$ cat config.mk
export PLATFORM = sky130hd
export DESIGN_NAME = field_duty_ctrl
export DESIGN_NICKNAME = d
export VERILOG_FILES = /design/src/rtl/fcd_pkg.sv /design/src/rtl/fcd_period_counter.sv /design/src/rtl/fcd_step_timer.sv /design/src/rtl/fcd_ceiling.sv /design/src/rtl/field_duty_ctrl.sv
export SDC_FILE = /design/constraint.sdc
export NUM_CORES = 1
export LEC_CHECK = 0
export CORE_MARGIN = 2
export CORE_UTILIZATION = 55
export DETAILED_ROUTE_END_ITERATION = 8
export DONT_BUFFER_PORTS = 1
export GPL_TIMING_DRIVEN = 0
export PLACE_DENSITY = 0.7
export SYNTH_ARGS = -nofsm -noshare
export SYNTH_HDL_FRONTEND = slang
export SYNTH_HIERARCHICAL = 1
export SYNTH_SLANG_ARGS = --single-unit
export TNS_END_PERCENT = 20
$ cat constraint.sdc
create_clock -name clk -period 7.55 [get_ports clk]
set_input_delay 1.1325 -clock clk [delete_from_list [all_inputs] [get_ports clk]]
set_output_delay 1.1325 -clock clk [all_outputs]
set_load 0.02 [all_outputs]
$ cat src/rtl/fcd_pkg.sv
package fcd_pkg;

    typedef enum logic [1:0] {
        ST_START  = 2'd0,
        ST_LIMIT  = 2'd1,
        ST_DIRECT = 2'd2
    } fcd_state_e;

    localparam int RATE_COUNT = 4;
    localparam int SEL_W      = $clog2(RATE_COUNT);

    // ramp rate in hundredths of a percent per second
    function automatic int rate_centi(input int idx);
        case (idx)
            0:       return 937;
            1:       return 1870;
            2:       return 2810;
            default: return 3740;
        endcase
    endfunction

    // oscillator ticks per one-LSB ceiling step
    function automatic int step_ticks(input int osc_hz, input int idx, input int duty_w);
        longint num;
        longint den;
        longint q;
        num = longint'(osc_hz) * 64'sd10000;
        den = (64'sd1 <<< duty_w) * longint'(rate_centi(idx));
        q   = num / den;
        return (q < 1) ? 1 : int'(q);
    endfunction

endpackage

$ cat src/rtl/fcd_period_counter.sv
module fcd_period_counter #(
    parameter int DUTY_W = 8
) (
    input  logic              clk,
    input  logic              rst_n,
    output logic [DUTY_W-1:0] cnt_o,
    output logic              wrap_o
);

    logic [DUTY_W-1:0] cnt_q;

    always_ff @(posedge clk or negedge rst_n) begin
        if (!rst_n) cnt_q <= '0;
        else        cnt_q <= cnt_q + 1'b1;
    end

    assign cnt_o  = cnt_q;
    assign wrap_o = (cnt_q == '1);

    // period is a full modulo-2^DUTY_W count
    a_r1_wraps_to_zero: assert property (@(posedge clk) disable iff (!rst_n)
        wrap_o |=> (cnt_o == '0));
    a_r1_advances: assert property (@(posedge clk) disable iff (!rst_n)
        !wrap_o |=> (cnt_o == $past(cnt_o) + 1'b1));

endmodule

$ cat src/rtl/fcd_step_timer.sv
module fcd_step_timer #(
    parameter int OSC_HZ = 101000,
    parameter int DUTY_W = 8
) (
    input  logic                     clk,
    input  logic                     rst_n,
    input  logic [fcd_pkg::SEL_W-1:0] rate_sel,
    input  logic                     restart,
    output logic                     step_o
);

    localparam int MAX_TICKS = fcd_pkg::step_ticks(OSC_HZ, 0, DUTY_W);
    localparam int TC_W      = $clog2(MAX_TICKS + 1);

    logic [TC_W-1:0] limit [fcd_pkg::RATE_COUNT];
    logic [TC_W-1:0] tc_q;
    logic            due;

    for (genvar g = 0; g < fcd_pkg::RATE_COUNT; g++) begin : g_limit
        assign limit[g] = TC_W'(fcd_pkg::step_ticks(OSC_HZ, g, DUTY_W) - 1);
    end

    assign due    = (tc_q >= limit[rate_sel]);
    assign step_o = due && !restart;

    always_ff @(posedge clk or negedge rst_n) begin
        if (!rst_n)               tc_q <= '0;
        else if (restart || due)  tc_q <= '0;
        else                      tc_q <= tc_q + 1'b1;
    end

    // the tick counter never runs past the slowest rate's interval
    a_r5_tick_bound: assert property (@(posedge clk) disable iff (!rst_n)
        step_o |=> (tc_q == '0));

endmodule

$ cat src/rtl/fcd_ceiling.sv
module fcd_ceiling #(
    parameter int DUTY_W = 8
) (
    input  logic              clk,
    input  logic              rst_n,
    input  logic              track,
    input  logic              step,
    input  logic [DUTY_W-1:0] req,
    output logic [DUTY_W-1:0] ceil_o,
    output logic              clamp_o
);

    logic [DUTY_W-1:0] ceil_q;

    assign clamp_o = !track && (req < ceil_q);
    assign ceil_o  = ceil_q;

    always_ff @(posedge clk or negedge rst_n) begin
        if (!rst_n)                        ceil_q <= '0;
        else if (track || clamp_o)         ceil_q <= req;
        else if (step && (ceil_q != '1))   ceil_q <= ceil_q + 1'b1;
    end

    // a ramping ceiling climbs by at most one LSB per tick
    a_r5_one_lsb: assert property (@(posedge clk) disable iff (!rst_n)
        (!track && !clamp_o) |=> (ceil_o == $past(ceil_o) || ceil_o == $past(ceil_o) + 1'b1));
    // a lower request pulls the ceiling down on the next tick
    a_r6_follow_down: assert property (@(posedge clk) disable iff (!rst_n)
        clamp_o |=> (ceil_o == $past(req)));

endmodule

$ cat src/rtl/field_duty_ctrl.sv
module field_duty_ctrl #(
    parameter int OSC_HZ = 101000,
    parameter int DUTY_W = 8
) (
    input  logic              clk,
    input  logic              rst_n,
    input  logic [DUTY_W-1:0] duty_req,
    input  logic              band_low,
    input  logic              band_mid,
    input  logic              band_high,
    input  logic [1:0]        rate_sel,
    input  logic              load_dump,
    input  logic              start_hold,
    output logic              gate_o
);

    import fcd_pkg::*;

    fcd_state_e        state_q, state_d;
    logic [DUTY_W-1:0] cnt, ceil, eff_duty, duty_q;
    logic              wrap, step, clamp, track, fast, gate_q;

    assign fast = band_high && !band_low && !band_mid;

    fcd_period_counter #(.DUTY_W(DUTY_W)) u_period (
        .clk    (clk),
        .rst_n  (rst_n),
        .cnt_o  (cnt),
        .wrap_o (wrap)
    );

    fcd_step_timer #(.OSC_HZ(OSC_HZ), .DUTY_W(DUTY_W)) u_timer (
        .clk      (clk),
        .rst_n    (rst_n),
        .rate_sel (rate_sel),
        .restart  (clamp),
        .step_o   (step)
    );

    fcd_ceiling #(.DUTY_W(DUTY_W)) u_ceiling (
        .clk     (clk),
        .rst_n   (rst_n),
        .track   (track),
        .step    (step),
        .req     (duty_req),
        .ceil_o  (ceil),
        .clamp_o (clamp)
    );

    // next-state logic
    always_comb begin
        state_d = state_q;
        unique case (state_q)
            ST_START:  if (!start_hold && (ceil >= duty_req))
                           state_d = fast ? ST_DIRECT : ST_LIMIT;   // start_done
            ST_LIMIT:  if (fast)  state_d = ST_DIRECT;             // speed_up
            ST_DIRECT: if (!fast) state_d = ST_LIMIT;              // speed_down
            default:   state_d = ST_START;
        endcase
        if (start_hold) state_d = ST_START;                        // restart
    end

    // state register
    always_ff @(posedge clk or negedge rst_n) begin
        if (!rst_n) state_q <= ST_START;
        else        state_q <= state_d;
    end

    // per-state outputs
    always_comb begin
        track    = 1'b0;
        eff_duty = (duty_req < ceil) ? duty_req : ceil;
        unique case (state_q)
            ST_DIRECT: begin
                track    = 1'b1;
                eff_duty = duty_req;
            end
            default: ;
        endcase
    end

    // duty latched at the period boundary, gate registered
    always_ff @(posedge clk or negedge rst_n) begin
        if (!rst_n) begin
            duty_q <= '0;
            gate_q <= 1'b0;
        end else begin
            if (wrap) duty_q <= eff_duty;
            gate_q <= !load_dump && ((duty_q == '1) || (cnt < duty_q));
        end
    end

    assign gate_o = gate_q;

    // the duty in use only moves on a period boundary
    a_r3_duty_holds: assert property (@(posedge clk) disable iff (!rst_n)
        !wrap |=> $stable(duty_q));
    // zero duty is low, full duty is high
    a_r2_zero_low: assert property (@(posedge clk) disable iff (!rst_n)
        (duty_q == '0) |=> !gate_o);
    a_r2_full_high: assert property (@(posedge clk) disable iff (!rst_n)
        ((duty_q == '1) && !load_dump) |=> gate_o);
    // limited duty never exceeds request or ceiling
    a_r4_limit_bounded: assert property (@(posedge clk) disable iff (!rst_n)
        (state_q != ST_DIRECT && wrap) |=> (duty_q <= $past(duty_req) && duty_q <= $past(ceil)));
    // direct state passes the request through
    a_r7_direct_pass: assert property (@(posedge clk) disable iff (!rst_n)
        (state_q == ST_DIRECT && wrap) |=> (duty_q == $past(duty_req)));
    // start qualifier holds the start phase
    a_r8_start_held: assert property (@(posedge clk) disable iff (!rst_n)
        start_hold |=> (state_q == ST_START));
    // load dump cuts the gate on the next tick
    a_r9_dump_off: assert property (@(posedge clk) disable iff (!rst_n)
        load_dump |=> !gate_o);

endmodule

Word-level counts from Yosys, hierarchy flattened
Index checks and enable logic that the tools add are counted.
{ "word_totals": {"regBits": 40} }
{ "op_classes": {"order_cmp": 5, "n_addsub": 3, "bitwise_logic": 1, "n_eq_ne": 8, "reduce_logical": 19, "muxes": 15} }
{ "op_table": {"columns": ["cell", "n"], "rows": [
  ["$mux 13", 3],
  ["$mux 8", 4],
  ["$bmux 13 s2", 1],
  ["$add 8x1->8 const B", 2],
  ["$eq 8x8->1 const B", 2],
  ["$lt 8x8->1", 2],
  ["$add 13x1->13 const B", 1],
  ["$ge 13x13->1", 1],
  ["$mux 2", 5],
  ["$ne 3x3->1 const B", 3],
  ["$ge 8x8->1", 1],
  ["$ne 8x8->1 const B", 1],
  ["$logic_and 1x1->1", 7],
  ["$logic_not 1->1", 6],
  ["$pmux 2 s3", 1],
  ["$ge 3x3->1 const B", 1],
  ["$logic_or 1x1->1", 3],
  ["$not 2->3", 1],
  ["$reduce_and 3->1", 1],
  ["$eq 2x1->1 const B", 1],
  ["$eq 2x2->1 const B", 1],
  ["$logic_not 2->1", 1],
  ["$reduce_bool 2->1", 1],
  ["$mux 1", 1]
]} }

Depth between registers and ports, before layout
Gate-level depths: netlist of the first run.
{ "logic_depth": {"depth_word": 9, "ltp_mapped": 13, "ltp_nobuf": 13} }

By module
Netlist of the first run, hierarchy kept.
{ "by_module_without_submodules": {"columns": ["mod", "seq_area_each_um2", "cells_each", "area_each_um2", "n_inst"], "rows": [
  ["fcd_step_timer", 325.3, 99, 1002.2, 1],
  ["field_duty_ctrl", 275.3, 114, 957.2, 1],
  ["fcd_ceiling", 200.2, 69, 694.4, 1],
  ["fcd_period_counter", 200.2, 26, 324.1, 1]
]} }

Least setup slack after synthesis of the first run
No wires, ideal clock.
{ "synth_path": {"path_kind": "input port to flip-flop", "start": "input rate_sel[0]", "end": "register u_ceiling.ceil_q[7] (netlist: u_ceiling/ceil_o[7])", "t_required_ns": 7.425, "arrival_time_ns": 3.025, "path_buffers": 0, "slack_ns": 4.400, "path_stages": 12, "cell_sequence": "inv_1 -> nand2_1 -> ha_1 -> nand4_1 -> nor4_2 -> o31ai_1 -> a21oi_1 -> and3_1 -> nand2_1 -> nor4_1 -> xnor2_1 -> mux2_4"} }
{ "synth_between": {"elab_chain_len": 8} }
{ "synth_rtl": {"columns": ["element", "line_no", "text"], "rows": [
  ["start: declaration", "field_duty_ctrl.sv:11", "input logic [1:0] rate_sel,"],
  ["$not 2->3 (not written as such)", "fcd_step_timer.sv:23", "assign due = (tc_q >= limit[rate_sel]);"],
  ["$bmux 13 s2", "fcd_step_timer.sv:23", null],
  ["$mux 13 (not written as such) (2 in a row)", "fcd_step_timer.sv:23", null],
  ["$ge 13x13->1", "fcd_step_timer.sv:23", null],
  ["$logic_and 1x1->1", "fcd_step_timer.sv:24", "assign step_o = due && !restart;"],
  ["net step", "field_duty_ctrl.sv:21", "logic wrap, step, clamp, track, fast, gate_q;"],
  ["$logic_and 1x1->1", "fcd_ceiling.sv:21", "else if (step && (ceil_q != '1)) ceil_q <= ceil_q + 1'b1;"],
  ["$reduce_bool 2->1 (no line)", null, null],
  ["end signal: assignment", "fcd_ceiling.sv:20", "else if (track || clamp_o) ceil_q <= req;"],
  ["end signal: assignment", "fcd_ceiling.sv:21", null],
  ["end: declaration", "fcd_ceiling.sv:13", "logic [DUTY_W-1:0] ceil_q;"]
]} }
The timed path passes the listed nets, and every way through them passes these cells. The select of a mux whose other input is x is not followed.
A chain may end at the register's enable or synchronous reset.

Final worst setup path of the first run
Same ends and word-level chain as after synthesis.

==> results.json, run 1 <==
{
  "outcome": "finished, final reports clean",
  "routed_via_density": 5.722,
  "die_h_um": 77.58,
  "drive_gt1_frac": 0.1556,
  "synth_cells": 308,
  "cts_sinks": 40,
  "leakage_nw": 1.535,
  "clk_path_buf_depth": 2,
  "fp.dieArea_sq_mm": 0.006019,
  "core.rowCount": 26,
  "ios": 18,
  "ys.warnings.count": 6,
  "clk_latency_ps": 290,
  "arrival_ps": 3420,
  "yosysMostFrequentCell": "dfrtp_1",
  "wl_per_cell_um": 15.09,
  "synth.avg_cell_area_sq_um": 9.668,
  "grt-ovfl-total": 0,
  "yosys.area.top_type_share": 0.3361,
  "ys_types": 52,
  "drt-pass1-iter-count": 4,
  "hold_viol": 0,
  "nets": 367,
  "rsz0062_at_grt": "no",
  "die_w_um": 77.58,
  "fillers": 459,
  "whs_ps": 510.7,
  "cts_buffers": 5,
  "io_buffers": 0,
  "core_sq_mm": 0.005172,
  "grt_usage": 0.2183,
  "synth_top_cell_by_area": "dfrtp_1",
  "n_antenna_cell": 0,
  "setup.worst_path.start": "rate_sel[0]",
  "synth_commonest_cells": "dfrtp_1, inv_1, ha_1, nand3_1",
  "drc": 0,
  "ys_ff_latch": 40,
  "cts-root-buf": "clkbuf_8",
  "cts_tree": "done",
  "cts_resized": 0,
  "wirelength_um": 5811,
  "fmax_mhz": 308.1,
  "area_delta_synth_final_pct": 5.546,
  "cap_violations": 0,
  "peakVddDrop_mv": 0.1901,
  "required_ps": 7730,
  "tightest_slew_ps": 396.0,
  "ys_seq_area_frac": 0.3361,
  "synth_ff_type": "dfrtp_1",
  "worstReg2RegStart": "u_ceiling/ceil_o[2]$_DFFE_PN0P_",
  "cellPowerDensity_mw_per_mm2": 253.2,
  "fin_crit_ps": 3246,
  "netlist_area_sq_mm": 0.002978,
  "ant_nets": 0,
  "via_count": 2203,
  "fin_crit_sh": 0.4299,
  "post_cts_buffers": 0,
  "gp_congestion": 0.9060,
  "hold_buffers": 0,
  "dp_hpwl_um": 4531,
  "synthTopCellsByArea": "dfrtp_1, ha_1, inv_1, nor3_2, mux2_4",
  "antenna_found_initial": 0,
  "grt_pass1_vias": 2285,
  "layout.cells.non_filler": 385,
  "placedCellCount": 378,
  "grt_max_degree": 41,
  "syn_nets": 360,
  "finalMaxSlewViolations": 0,
  "worstSetupPathType": "input port to flop",
  "drt_iter0_drc": 93,
  "initial_core_util": 0.5757,
  "endpoint_kind": "flop",
  "min_path_type": "flop to flop",
  "synth_edf_count": 0,
  "finalClockSkew_ps": 4.372,
  "setup-tns-final_ps": 0,
  "htree_levels": 2,
  "setup_viol": 0,
  "start_kind": "input port",
  "hp-start": "u_period/cnt_o[5]$_DFF_PN0_",
  "postLayoutCoreUtil": 0.6076,
  "async_reset_ff_frac": 1.000,
  "worst-path-max-fanout": 4,
  "relSlewSlack": 0.7335,
  "grt_pass1_wl_um": 10460,
  "path_clk_slew_ps": 70
}
==> registers in the layout, indices dropped and copies added (netlist names) <==
register          flops
u_period/cnt_o        8
u_ceiling/ceil_o      8
state_q               2
duty_q                8
u_timer/tc_q         13
gate_o                1
==> cells by family (layout without fill, tap and decap cells) <==
logic type | count (synthesis) | after routing | synth area share
AND/OR/NAND/NOR | 100 | 100 | 0.1958
AO/OA/AOI/OAI | 58 | 58 | 0.1429
XOR/XNOR | 20 | 20 | 0.05882
multiplexers | 11 | 11 | 0.04958
adder cells (fa/ha/maj) | 35 | 35 | 0.1471
buffers and inverters | 44 | 51 | 0.06974
flip-flops | 40 | 40 | 0.3361
==> worst max-delay path, stage by stage <==
cell and delay (ps):
inv_1 90, nand2_1 100, ha_1 290, nand4_1 130
nor4_2 320, o31ai_1 110, a21oi_1 240, and3_1 240
nand2_1 90, nor4_1 310, xnor2_1 120, mux2_4 260
==> metal layers <==
layer	vias to the layer above	wire (um)	track usage
met4	0	131	0.08750
met5	-	0	0
met3	12	263	0.05116
met1	1037	2675	0.2782
met2	47	2740	0.3569
li1	1107	-	-
==> worst paths after layout <==
kind	endpoint	slack [ps]	cells past startpoint
setup / recovery	u_ceiling/ceil_o[7]$_DFFE_PN0P_	4300	12
setup reg to reg	u_ceiling/ceil_o[7]$_DFFE_PN0P_	4580	11
hold reg to reg	u_period/cnt_o[5]$_DFF_PN0_	510	1
min in group asynchronous	u_timer/tc_q[11]$_DFF_PN0_	530	0
max in group asynchronous	gate_o$_DFF_PN0_	6930	0
hold / removal	u_period/cnt_o[5]$_DFF_PN0_	510	1
==> cell type report <==
| cell class | count | area [sq um] | area share |
|---|---|---|---|
| buffer | 7 | 68.82 | 0.02189 |
| clock buffer | 6 | 72.57 | 0.02309 |
| clock inverter | 1 | 5.005 | 0.001592 |
| inverter | 37 | 138.9 | 0.04419 |
| multi-input combinational | 224 | 1769 | 0.5629 |
| sequential | 40 | 1001 | 0.3185 |
| tap | 70 | 87.58 | 0.02787 |
==> stage by stage <==
step	setup slack, ps	total power, mW	area [sq um]
floorplan	4400	0.5890	2978
global placement	4127	0.6556	3065
detailed placement	4089	0.6674	3065
CTS	4390	0.8020	3143
global route	4193	0.8599	3143
finish	4304	0.7959	3143
==> report_power, final <==
part	total [mW]	leakage [nW]	switching [mW]	internal, mW
logic	0.362	1.02	0.194	0.168
clock network	0.132	0.0410	0.0688	0.0628
registers	0.303	0.478	0.0590	0.244
==> cells in the final DEF (no fill, tap or decap), types with 2 or more instances in the layout <==
master	count
mux2_4	7
inv_1	37
ha_1	35
nor3_2	11
a31oi_1	9
xnor2_1	12
o21ai_2	2
a21oi_2	2
o21ai_1	8
nand4_1	6
a2111oi_2	2
nand2b_1	4
buf_6	5
and3_1	3
nor2_1	17
o21ai_0	6
a21o_1	4
xor2_1	8
a211oi_1	2
nor3_1	8
nor4_2	2
nor3b_1	2
nand2_1	17
mux2i_1	2
dfrtp_1	40
nand3_1	20
mux2_2	2
a21oi_1	10
o31ai_1	2
clkbuf_8	5
(Power assumes the default switching activity.)
==> inputs of run 2 (changes only) <==
Settings changed: ABC_AREA from default to 1.
Clock period 7.55 ns to 3.38 ns, I/O delays scaled along.
==> run 2 against run 1 <==
Against the previous run:
- via count is 18% higher
- clock power grew to 3.0 times the previous value
- wire length is 4.7% higher
- synthesized area is 4.7% higher
- clock-buffer cell count is 1 lower
- global-route usage is 0.49 points lower
- register-to-register slack worse by 3500 ps
- critical path type is now flop to flop
- sequential share of layout area is 1.9 points lower
- flip-flop and latch count stayed put
- non-clock buffer count is 4 lower
- cell count is 34% higher
==> results.json, run 2 <==
{
  "outcome": "finished, final reports clean",
  "worstSetupPathType": "flop to flop",
  "initial_core_util": 0.5665,
  "cellPowerDensity_mw_per_mm2": 578.6,
  "synthTopCellsByArea": "dfrtp_1, nand2_1, ha_1, inv_1, nand3_1",
  "required_ps": 3550,
  "netlist_area_sq_mm": 0.003119,
  "cap_violations": 0,
  "ant_nets": 0,
  "dp_hpwl_um": 4775,
  "yosys.area.top_type_share": 0.3209,
  "path_delay_family": "simple AND/OR/NAND/NOR gates",
  "finalMaxSlewViolations": 0,
  "cts_tree": "done",
  "setup_viol": 0,
  "clk_path_buf_depth": 2,
  "synth_edf_count": 0,
  "die_h_um": 79.31,
  "rsz0062_at_grt": "no",
  "ios": 18,
  "comb_power_share": 0.453,
  "cpPeakStageDelay_ps": 470,
  "largest_reg_flops": 13,
  "finalClockSkew_ps": 5.312,
  "synth_cells": 433,
  "tightest_slew_ps": 401.5,
  "cts_resized": 0,
  "ys_types": 32,
  "placed_area_sq_mm": 0.003209,
  "clk_latency_ps": 290,
  "mostFrequentLayoutCells": "nand2_1, inv_1, nand3_1",
  "drc": 0,
  "synth_ff_type": "dfrtp_1",
  "drive_gt1_frac": 0.08824,
  "fin_crit_sh": 0.6802,
  "peakVddDrop_mv": 0.3790,
  "cp_num_buf_inv": 3,
  "gp_congestion": 0.8515,
  "cts_buffers": 5,
  "nets": 493,
  "largest_register": "u_timer/tc_q",
  "grt_pass1_vias": 2436,
  "critPathSlowestCell": "dfrtp_1",
  "io_buffers": 0,
  "relSlewSlack": 0.7323,
  "path_cells": "inv_1 -> ha_1 -> nand2_1 -> inv_1 -> nand2_1 -> nand2_1 -> nand2_1 -> nand2_4 -> nor2_1 -> a21oi_1 -> nand2_4 -> inv_4 -> nor2_4 -> nand2_1 -> nand3_1",
  "start_kind": "flop",
  "fillers": 531,
  "path_clk_slew_ps": 80,
  "async_reset_ff_frac": 1.000,
  "arrival_ps": 2470,
  "cts_sinks": 40,
  "yosysMostFrequentCell": "nand2_1",
  "core.rowCount": 27,
  "synth.avg_cell_area_sq_um": 7.204,
  "antenna_found_initial": 0,
  "cp_common_cell": "nand2_1",
  "setup-tns-final_ps": 0,
  "power_frac_clock": 0.206,
  "intPower_mw": 1.099,
  "grt-ovfl-total": 0,
  "ys_ff_latch": 40,
  "core_sq_mm": 0.005507,
  "p_seq_frac": 0.341,
  "leakage_nw": 1.827,
  "wirelength_um": 6082,
  "stdcell_area_sq_mm": 0.003344,
  "via_count": 2610,
  "drt-pass1-iter-count": 4,
  "switching_share": 0.4323,
  "worst-path-max-fanout": 8,
  "grt_max_degree": 41,
  "die_w_um": 79.31,
  "cts-root-buf": "clkbuf_8",
  "htree_levels": 2,
  "fp.dieArea_sq_mm": 0.006290,
  "min_path_type": "input port to async pin",
  "final_common_cell": "nand2_1",
  "hold_viol": 0,
  "area_delta_synth_final_pct": 7.220,
  "fmax_mhz": 434.9,
  "routed_via_density": 5.078,
  "grt_pass1_wl_um": 10670,
  "ys.warnings.count": 6,
  "synth_top_cell_by_area": "dfrtp_1",
  "ys_seq_area_frac": 0.3209,
  "p_switching_mw": 0.8365,
  "n_antenna_cell": 0,
  "fin_crit_ps": 2299,
  "syn_nets": 485,
  "wl_per_cell_um": 11.83,
  "drt_iter0_drc": 74,
  "endpoint_kind": "flop",
  "grt_usage": 0.2134,
  "synth_commonest_cells": "nand2_1, inv_1, nand3_1, dfrtp_1, ha_1"
}
-- run 2: changes by cell type after synthesis, sizes merged, moves of 4 or more --
cell    change
mux2        -9
nand2b      -4
nor2       +25
inv        +42
a31oi       -9
buf         -4
o21ai      -10
nand3      +28
xnor2       -8
a21oi       +4
nand2     +110
nor3       -15
-- run 2: repair_timing --
action	4_1_cts	5_1_grt
buffers inserted	0	0
hold buffers	1	0
endpoints found under the hold margin	40	0
-- run 2: path summary, 6_finish.rpt --
kind                       slack [ps]                         endpoint                       startpoint  depth (start not counted)
max                              1080  u_ceiling/ceil_o[2]$_DFFE_PN0P_  u_ceiling/ceil_o[3]$_DFFE_PN0P_                         15
max in group asynchronous        3130            duty_q[5]$_DFFE_PN0P_                            rst_n                          1
min reg2reg                       450        u_timer/tc_q[0]$_DFF_PN0_        u_timer/tc_q[0]$_DFF_PN0_                          1
min                                50  u_ceiling/ceil_o[1]$_DFFE_PN0P_                            rst_n                          1
min in group clk                  270           state_q[0]$_DFFE_PN0P_                       start_hold                          1
max reg2reg                      1080  u_ceiling/ceil_o[2]$_DFFE_PN0P_  u_ceiling/ceil_o[3]$_DFFE_PN0P_                         15
-- run 2: final cells by class --
class,instances,area (sq um),share of cell area
plain buffers,2,16.27,0.004863
clock buffers,5,68.82,0.02058
clock inverters,3,46.29,0.01384
inverters,79,299.0,0.08941
multi-input cells,312,1803,0.5391
flip-flops and latches,40,1001,0.2993
well taps,72,90.09,0.02694
repair buffers,1,20.02,0.005986
-- run 2: power groups by stage --
stage	Combinational [mW]	Clock, mW	Sequential (mW)
floorplan	0.707	0	0.641
global placement	0.832	0	0.671
detailed placement	0.863	0	0.670
CTS	0.880	0.412	0.662
global route	1.01	0.430	0.673
finish	0.876	0.398	0.661
-- run 2: cells by family (layout without fill, tap and decap cells) --
kind of cell,after synthesis,count (layout),share of synthesized area
XOR/XNOR,15,15,0.04212
AND/OR/NAND/NOR,236,236,0.3502
buffers and inverters,81,90,0.1011
adder cells (fa/ha/maj),35,35,0.1404
flip-flops,40,40,0.3209
AO/OA/AOI/OAI,26,26,0.04533
-- run 2: worst reg2reg max path: cells and delay by family, from the launching register on --
kind	cells	cell delay (ps)
buffers and inverters	3	270
AO/OA/AOI/OAI	1	340
flip-flops	1	470
adder cells (fa/ha/maj)	1	300
AND/OR/NAND/NOR	10	800
-- run 2: layer usage --
metal	GRT usage	vias up	part of all wire
met5	0	-	0
met4	0.06034	0	0.011
met3	0.05114	8	0.047
met2	0.3661	50	0.49
met1	0.2678	1174	0.46
li1	-	1378	-
-- run 2: stage by stage --
step	cells	hold slack [ps]	util	setup WS [ps]	power, mW
after floorplan	433	211.4	-	1262	1.348
after global placement	505	212.1	0.5828	1020	1.502
after detailed placement	505	212.0	0.5828	940.0	1.533
after CTS	514	47.78	0.6074	1101	1.954
after global routing	514	51.48	0.6074	949.4	2.117
final	514	50.77	0.6074	1081	1.935
==> inputs of run 3 (changes only) <==
Clock period 3.38 ns to 2.3 ns, I/O delays scaled along.
==> run 3 against run 2 <==
Against the previous run:
- setup slack worse by 960 ps
- die area unchanged
- design area up 0.41%
- register-to-register slack worse by 960 ps
- wire length up 0.71%
- sequential share of layout area down 0.12 points
- combinational power up 47%
- total power up 47%
- critical endpoint unchanged
- largest cell class unchanged
- largest power group unchanged
==> results.json, run 3 (synthesis gave the netlist of run 2 again) <==
{
  "outcome": "finished, final reports clean",
  "final_common_cell": "nand2_1",
  "setup_viol": 0,
  "tightest_slew_ps": 289.6,
  "stdcell_area_sq_mm": 0.003358,
  "routed_via_density": 5.082,
  "placed_area_sq_mm": 0.003209,
  "grt_pass1_wl_um": 10670,
  "die_h_um": 79.31,
  "intPower_mw": 1.616,
  "comb_power_share": 0.453,
  "drt-pass1-iter-count": 4,
  "wl_per_cell_um": 11.89,
  "grt_max_degree": 41,
  "io_buffers": 0,
  "htree_levels": 2,
  "fp.dieArea_sq_mm": 0.006290,
  "mostFrequentLayoutCells": "nand2_1, inv_1, nand3_1",
  "critPathSlowestCell": "dfrtp_1",
  "worstSetupPathType": "flop to flop",
  "clk_latency_ps": 290,
  "grt-ovfl-total": 0,
  "start_kind": "flop",
  "finalClockSkew_ps": 4.921,
  "p_switching_mw": 1.234,
  "hold_viol": 0,
  "p_seq_frac": 0.341,
  "core.rowCount": 27,
  "grt_pass1_vias": 2440,
  "drc": 0,
  "cellPowerDensity_mw_per_mm2": 848.6,
  "cts-root-buf": "clkbuf_8",
  "cap_violations": 0,
  "cts_buffers": 5,
  "arrival_ps": 2350,
  "cp_common_cell": "nand2_1",
  "cts_tree": "done",
  "ant_nets": 0,
  "clk_path_buf_depth": 2,
  "wirelength_um": 6125,
  "power_frac_clock": 0.206,
  "fin_crit_sh": 0.9477,
  "leakage_nw": 1.831,
  "fin_crit_ps": 2180,
  "ios": 18,
  "grt_usage": 0.2134,
  "relSlewSlack": 0.8067,
  "path_cells": "inv_1 -> ha_1 -> nand2_1 -> inv_1 -> nand2_1 -> nand2_1 -> nand2_1 -> nand2_4 -> nor2_1 -> a21oi_2 -> nand2_4 -> inv_4 -> nor2_4 -> nand2_1 -> nand3_1",
  "drt_iter0_drc": 91,
  "layout.cells.non_filler": 515,
  "largest_register": "u_timer/tc_q",
  "dp_hpwl_um": 4775,
  "min_path_type": "input port to flop",
  "switching_share": 0.4331,
  "area_delta_synth_final_pct": 7.661,
  "gp_congestion": 0.8515,
  "initial_core_util": 0.5665,
  "core_sq_mm": 0.005507,
  "finalMaxSlewViolations": 0,
  "nets": 494,
  "die_w_um": 79.31,
  "cpPeakStageDelay_ps": 480,
  "peakVddDrop_mv": 0.5619,
  "cp_num_buf_inv": 3,
  "fmax_mhz": 458.8,
  "via_count": 2617,
  "drive_gt1_frac": 0.09029,
  "placedCellCount": 505,
  "path_clk_slew_ps": 80,
  "fillers": 531,
  "n_antenna_cell": 0,
  "endpoint_kind": "flop",
  "largest_reg_flops": 13,
  "antenna_found_initial": 0,
  "path_delay_family": "simple AND/OR/NAND/NOR gates",
  "required_ps": 2470,
  "cts_sinks": 40,
  "worst-path-max-fanout": 8
}
[run 3: repair_timing]
item | in CTS | in global routing
endpoints found under the setup margin | 0 | 8
gates resized for setup | 0 | 1
setup buffers | 0 | 0
hold buffers | 2 | 0
endpoints found under the hold margin | 40 | 0
[run 3: worst paths after layout]
check | start | end | slack, ps | cells past startpoint
hold / removal | start_hold | state_q[0]$_DFFE_PN0P_ | 110 | 1
setup / recovery | u_ceiling/ceil_o[3]$_DFFE_PN0P_ | u_ceiling/ceil_o[2]$_DFFE_PN0P_ | 120 | 15
setup reg to reg | u_ceiling/ceil_o[3]$_DFFE_PN0P_ | u_ceiling/ceil_o[2]$_DFFE_PN0P_ | 120 | 15
max in group asynchronous | rst_n | duty_q[5]$_DFFE_PN0P_ | 1580 | 2
min in group asynchronous | rst_n | u_ceiling/ceil_o[1]$_DFFE_PN0P_ | 520 | 2
hold reg to reg | u_timer/tc_q[0]$_DFF_PN0_ | u_timer/tc_q[0]$_DFF_PN0_ | 450 | 1
[run 3: metal layers]
layer  GRT usage  share of wire  vias to the layer above
met5           0              0                        -
met4     0.06034          0.010                        0
met3     0.05114          0.039                        6
met2      0.3678           0.49                       42
met1      0.2664           0.46                     1189
li1            -              -                     1380
[run 3: layout make-up]
class	count	area, sq um	share of cell area
inverter	79	299.0	0.08905
tap	72	90.09	0.02683
buffer	2	16.27	0.004844
multi-input combinational	312	1807	0.5380
clock inverter	3	46.29	0.01379
clock buffer	5	68.82	0.02049
sequential	40	1001	0.2981
timing repair buffer	2	30.03	0.008942
[run 3: worst reg2reg max path: cells and delay by family, from the launching register on]
kind | cells | cell delay [ps]
flops | 1 | 480
buf+inv | 3 | 260
compound gates | 1 | 230
simple gates | 10 | 790
fa+ha+maj | 1 | 300
[run 3: stage by stage]
step / setup TNS [ps] / setup slack [ps] / total power, mW / hold slack, ps / utilization
final: 0 / 120.4 / 2.850 / 105.4 / 0.6099
after global routing: -0.4621 / -0.4621 / 3.116 / 92.06 / 0.6099
after CTS: 0 / 21.32 / 2.873 / 93.66 / 0.6092
after detailed placement: 0 / 22.02 / 2.253 / 50.03 / 0.5828
after global placement: 0 / 76.81 / 2.208 / 50.10 / 0.5828
after floorplan: 0 / 343.7 / 1.982 / 49.41 / -
[run 3: power by group through the flow]
| stage | registers (mW) | clock network [mW] | logic, mW |
|---|---|---|---|
| floorplan | 0.943 | 0 | 1.04 |
| global placement | 0.985 | 0 | 1.22 |
| detailed placement | 0.984 | 0 | 1.27 |
| CTS | 0.972 | 0.606 | 1.30 |
| global route | 0.988 | 0.632 | 1.50 |
| finish | 0.972 | 0.586 | 1.29 |
